--- src/rtl/pat_det_pkg.sv ---
package pat_det_pkg;
   localparam int unsigned CORE_W = 3;

   typedef enum logic [CORE_W-1:0] {
      ST_IDLE = 3'd0,
      ST_1    = 3'd1,
      ST_11   = 3'd2,
      ST_110  = 3'd3,
      ST_1101 = 3'd4
   } det_state_e;
endpackage

--- src/rtl/pat_det_next.sv ---
module pat_det_next
   import pat_det_pkg::*;
(
   input  logic [CORE_W-1:0] cur_st,
   input  logic              acc,
   input  logic              din,
   output logic [CORE_W-1:0] nxt_st
);
   det_state_e step_st;

   always_comb begin
      unique case (cur_st)
         ST_IDLE: step_st = din ? ST_1    : ST_IDLE;
         ST_1:    step_st = din ? ST_11   : ST_IDLE;
         ST_11:   step_st = din ? ST_11   : ST_110;
         ST_110:  step_st = din ? ST_1101 : ST_IDLE;
         ST_1101: step_st = din ? ST_11   : ST_IDLE;
         default: step_st = ST_IDLE;
      endcase
   end

   assign nxt_st = acc ? step_st : cur_st;
endmodule

--- src/rtl/pat_det_dbank.sv ---
module pat_det_dbank #(
   parameter int unsigned  W       = 3,
   parameter logic [W-1:0] RST_VAL = '0
) (
   input  logic         clk,
   input  logic         rst,
   input  logic [W-1:0] d,
   output logic [W-1:0] q
);
   for (genvar i = 0; i < W; i++) begin : g_ff
      always_ff @(posedge clk) begin
         if (rst) q[i] <= RST_VAL[i];
         else     q[i] <= d[i];
      end
   end
endmodule

--- src/rtl/pat_det_out.sv ---
module pat_det_out
   import pat_det_pkg::*;
(
   input  logic [CORE_W-1:0] cur_st,
   input  logic              acc,
   input  logic              din,
   output logic              hit
);
   assign hit = acc && din && (cur_st == ST_1101);
endmodule

--- src/rtl/pat_mealy_det.sv ---
module pat_mealy_det
   import pat_det_pkg::*;
#(
   parameter int unsigned STATE_W = 3
) (
   input  logic               clk,
   input  logic               rst,
   input  logic               bit_valid,
   input  logic               bit_in,
   output logic               detect,
   output logic [STATE_W-1:0] state_code
);
   localparam int unsigned PAD_W = (STATE_W > CORE_W) ? STATE_W - CORE_W : 1;

   if (STATE_W < CORE_W) begin : g_bad_w
      $error("pat_mealy_det: STATE_W must be at least %0d", CORE_W);
   end

   logic [CORE_W-1:0] cur_st;
   logic [CORE_W-1:0] nxt_st;

   pat_det_next u_next (
      .cur_st (cur_st),
      .acc    (bit_valid),
      .din    (bit_in),
      .nxt_st (nxt_st)
   );

   pat_det_dbank #(
      .W       (CORE_W),
      .RST_VAL (ST_IDLE)
   ) u_reg (
      .clk (clk),
      .rst (rst),
      .d   (nxt_st),
      .q   (cur_st)
   );

   pat_det_out u_out (
      .cur_st (cur_st),
      .acc    (bit_valid),
      .din    (bit_in),
      .hit    (detect)
   );

   if (STATE_W > CORE_W) begin : g_pad
      logic [PAD_W-1:0] zpad;
      assign zpad       = '0;
      assign state_code = {zpad, cur_st};
   end else begin : g_exact
      assign state_code = cur_st;
   end
endmodule

--- config.mk ---
export PLATFORM = sky130hd
export DESIGN_NAME = pat_mealy_det
export DESIGN_NICKNAME = d
export VERILOG_FILES = /design/src/rtl/pat_det_pkg.sv /design/src/rtl/pat_det_next.sv /design/src/rtl/pat_det_dbank.sv /design/src/rtl/pat_det_out.sv /design/src/rtl/pat_mealy_det.sv
export SDC_FILE = /design/constraint.sdc
export NUM_CORES = 1
export LEC_CHECK = 0
export CORE_AREA = 2 2 39 41
export DETAILED_ROUTE_END_ITERATION = 10
export DIE_AREA = 0 0 41 43
export GPL_TIMING_DRIVEN = 1
export SYNTH_ARGS = -nofsm -noshare
export SYNTH_HDL_FRONTEND = slang
export SYNTH_HIERARCHICAL = 1
export SYNTH_SLANG_ARGS = --single-unit
--- constraint.sdc ---
create_clock -name clk -period 3.1 [get_ports clk]
set_clock_uncertainty 0.1 [all_clocks]
set_input_delay 0.62 -clock clk [delete_from_list [all_inputs] [get_ports clk]]
set_output_delay 0.62 -clock clk [all_outputs]
set_load 0.02 [all_outputs]
* Word level (Yosys, flattened, before mapping)
Cells that the tools add are included.
** Storage, ports and cells
- Flip-flop bits (word level) :: 3
- Input port bits :: 4
- Output and inout bits :: 4
- Logic and storage cells :: 16
** Cells by class
- Equality and inequality tests :: 4
- Mux-type cells :: 5
- Reductions and logical operators :: 4
** Operator list (count)
- case mux 3 bit (4 select lines) :: 1
- == test 3 x 2 -> 1 bit (second input constant) :: 2
- == test 3 x 1 -> 1 bit (second input constant) :: 1
- == test 3 bit (second input constant) :: 1
- logical NOT 3 bit :: 1
- 2-to-1 mux 3 bit :: 1
- logical AND 1 bit :: 2
- 2-to-1 mux 1 bit :: 2
- 2-to-1 mux 2 bit :: 1
- OR reduction 2 bit :: 1

* Longest topological paths before layout
Gate-level depths: netlist of the first run.
- Depth in word-level cells :: 3
- Gate-level depth with buffers :: 3
- Depth with buffers taken out :: 3

* Hierarchy
The synthesis of the first run kept the hierarchy.
** Modules (own cells, without submodules)
- pat_det_dbank :: instances 1, cells each 6, area an instance 78.8 µm², sequential area each 60.1 µm²
- pat_det_next :: instances 1, cells each 10, area an instance 73.8 µm², sequential area each 0.0 µm²
- pat_det_out :: instances 1, cells each 2, area an instance 15.0 µm², sequential area each 0.0 µm²

* Worst setup path after synthesis of the first run
OpenSTA, ideal clock, no wires.
- Path type :: input -> output
- From :: input bit_valid
- To :: output detect
- Arrival time :: 0.984 ns
- Data required time :: 2.380 ns
- Path slack :: 1.396 ns
- Cell stages on the path :: 2
- Buffers on the path :: 0
- Cells stage by stage :: nand3_1 > nor3_2
** On the way
- Cells in the longest elaborated chain, start to end :: 2
** RTL lines
- start, declared :: line pat_mealy_det.sv:8 : input logic bit_valid,
- logical AND 1 bit (2 in a row) :: line pat_det_out.sv:9 : assign hit = acc && din && (cur_st == ST_1101);
- end, declared :: line pat_mealy_det.sv:10 : output logic detect,
No other way between the ends.

* Worst setup path in the final report of the first run
- From :: input bit_in
- To :: output detect
** On the way
- Cells in the longest elaborated chain, start to end :: 2
** RTL lines
- start, declared :: line pat_mealy_det.sv:9 : input logic bit_in,
- logical AND 1 bit (2 in a row) :: line pat_det_out.sv:9
No other way between the ends.

==> results of run 1 <==
cells by family after synthesis:
logic type | after synthesis | synth area share
simple gates | 8 | 0.336
buf+inv | 1 | 0.0224
compound gates | 3 | 0.119
flops | 3 | 0.358
mux | 1 | 0.0597
xor+xnor | 2 | 0.104
worst max-delay path, cell delays in order:
cell	delay [ns]
clkdlybuf4s50_1	0.54
nand3_1	0.10
nor3_2	0.10
clkdlybuf4s50_1	0.61
area by class of cell:
cell class | count | area [sq um] | share of cell area
Sequential cell | 3 | 60.1 | 0.206
Inverter | 1 | 3.75 | 0.0129
Clock buffer | 4 | 26.3 | 0.0901
Tap cell | 16 | 20.0 | 0.0687
Multi-Input combinational cell | 14 | 104 | 0.356
Timing Repair Buffer | 8 | 77.6 | 0.266
metrics by stage:
stage	std cells	cell area [sq um]
2_1_floorplan	18	168
3_3_place_gp	42	265
5_1_grt	46	292
3_5_place_dp	42	265
6_report	46	292
4_1_cts	46	292
synth_stat cells:
cell / n
inv_1: 1
o2bb2ai_1: 1
dfxtp_1: 3
mux2i_1: 1
o21ai_0: 1
nor2b_1: 3
o22ai_1: 1
nand4_1: 1
nor3_2: 1
nand3b_1: 1
xnor2_1: 2
or3b_1: 1
nand3_1: 1
how the worst max path moves through the flow:
stage | endpoint | slack (ns)
2_1_floorplan | detect | 1.40
3_3_place_gp | detect | 0.39
5_1_grt | detect | 0.34
6_report | detect | 0.41
4_1_cts | detect | 0.40
3_5_place_dp | detect | 0.39
power by group through the flow:
stage	clock (mW)	sequential (mW)	combinational [mW]
floorplan	0	0.0441	0.00545
global placement	0	0.0430	0.0164
detailed placement	0	0.0430	0.0166
CTS	0.0717	0.0424	0.0167
global route	0.0783	0.0427	0.0183
finish	0.0682	0.0425	0.0168
metal layers:
layer  vias up  global-route usage
met3         0              0.0314
met1        83              0.0772
met5         -                   0
met2         8              0.0563
li1         90                   -
met4         0              0.0800
==> out/results.tsv, run 1 <==
metric	value	unit
grt_first_pass_wirelength	634	microns
synth-seq-area-share	0.358	
synth_area_per_cell	9.31	sq um
synthesis.nets	22	
max-vdd-ir-drop	0.000118	V
antenna_found_initial	0	
ys_warn_count	6	
hp-start	u_reg/q[2]	
die_area	0.00176	sq mm
clk_pin_slew_worst_paths	0.04	ns
setup_violations	0	
clockPowerShare	0.535	
postCtsHoldBufs	0	
internal-power	0.0985	mW
regMostFlops	u_reg/q	
layout_setup_ws	0.409	ns
hold_violations	0	
drt_iter0_drc	1	
fin_crit_sh	0.868	
maxCapViolations	0	
drive_gt1_frac	0.167	
seq_power_share	0.333	
cts.sinks	3	
path_max_fanout	4	
synth_area_leaders	dfxtp_1 (36%), nor2b_1 (11%), xnor2_1 (10%), mux2i_1 (6.0%), nor3_2 (6.0%)	
n_antenna_cell	0	
synthToLayoutAreaGrowth	73.9	%
setup_tns	0	ns
grt_max_degree	8	
dr_total_vias	181	
hold_ws	0.586	ns
crit_arrival	1.97	ns
reg2reg_setup_slack	1.90	ns
top_regs	u_reg/q: 3 flops	
cts_buffers	3	
fin_util	0.211	
largest_reg_flops	3	
worst_hold_path_type	flip-flop to flip-flop	
min_delay_path_depth	2	
finalCriticalPeriod	2.69	ns
fillers	160	
die_h	43	microns
nets	35	
avgViaCountPerCell	3.93	
cp-start-kind	input pin	
grt_pass1_vias	156	
rr_endpoint	u_reg/q[0]	
met1_length	214	microns
worstSkewPairLatency	0.23	ns
r2r_start	u_reg/q[0]	
synth_seq_cells	3	
synth_top_cell_by_area	dfxtp_1	
drc	0	
place.gp.congestion	0.623	
routedWlPerCell	8.83	microns
dr.pass1.iters	4	
cts-resized-gates	0	
io_buffers	7	
max_slew_margin	0.833	
routed_wl	406	microns
p_comb_frac	0.132	
io_pins	8	
wl_met3	37	microns
p_total	0.127	mW
num_rows	14	
end_kind	output pin	
initial_utilization	0.121	
grt_usage	0.0602	
routed.top_layer	met3	
p_sw_frac	0.228	
status	completed	
path_class	input pin to output pin	
startpoint	bit_in	
cts_tree	built	
switching_power	0.0290	mW
layout_commonest_cell	clkdlybuf4s50_1	
synth_cell_types	13	
die_w	41	microns
synth.top_cell.area_share	0.358	
cts_root_buf	clkbuf_4	
rsz0062_at_grt	false	
fp.coreArea	0.00138	sq mm
layout_common_cells	clkdlybuf4s50_1 (7), clkbuf_4 (3), nor2b_1 (3), dfxtp_1 (3), xnor2_1 (2)	
postCtsSetupRepairBufs	0	
overflow	0	
syn_inst	18	
clockBufferDepth	2	
syn_area	168	sq um
final_max_slew_viol_count	0	
min_to	u_reg/q[2]	
worstRegToRegCells	3	
postRouteAntennaNets	0	
tightestPinTransition	0.250	ns
worstPathRequired	2.38	ns
p_leak	0.0995	nW
pre_cts_slack	0.394	ns
wl_met2	153	microns
fmax	0.372	GHz
htreeDepth	1	
p_per_area	437	mW/mm^2
No activity file was read; power rests on OpenSTA's default activity.
==> inputs of run 2 (changes only) <==
--- a/config.mk
+++ b/config.mk
@@ -6,9 +6,11 @@
 export NUM_CORES = 1
 export LEC_CHECK = 0
 export CORE_AREA = 2 2 39 41
+export CTS_CLUSTER_DIAMETER = 60
 export DETAILED_ROUTE_END_ITERATION = 10
 export DIE_AREA = 0 0 41 43
 export GPL_TIMING_DRIVEN = 1
+export SLEW_MARGIN = 40
 export SYNTH_ARGS = -nofsm -noshare
 export SYNTH_HDL_FRONTEND = slang
 export SYNTH_HIERARCHICAL = 1
==> results of run 2 <==
Final layout, timing and power as in run 1 (identical DEF).
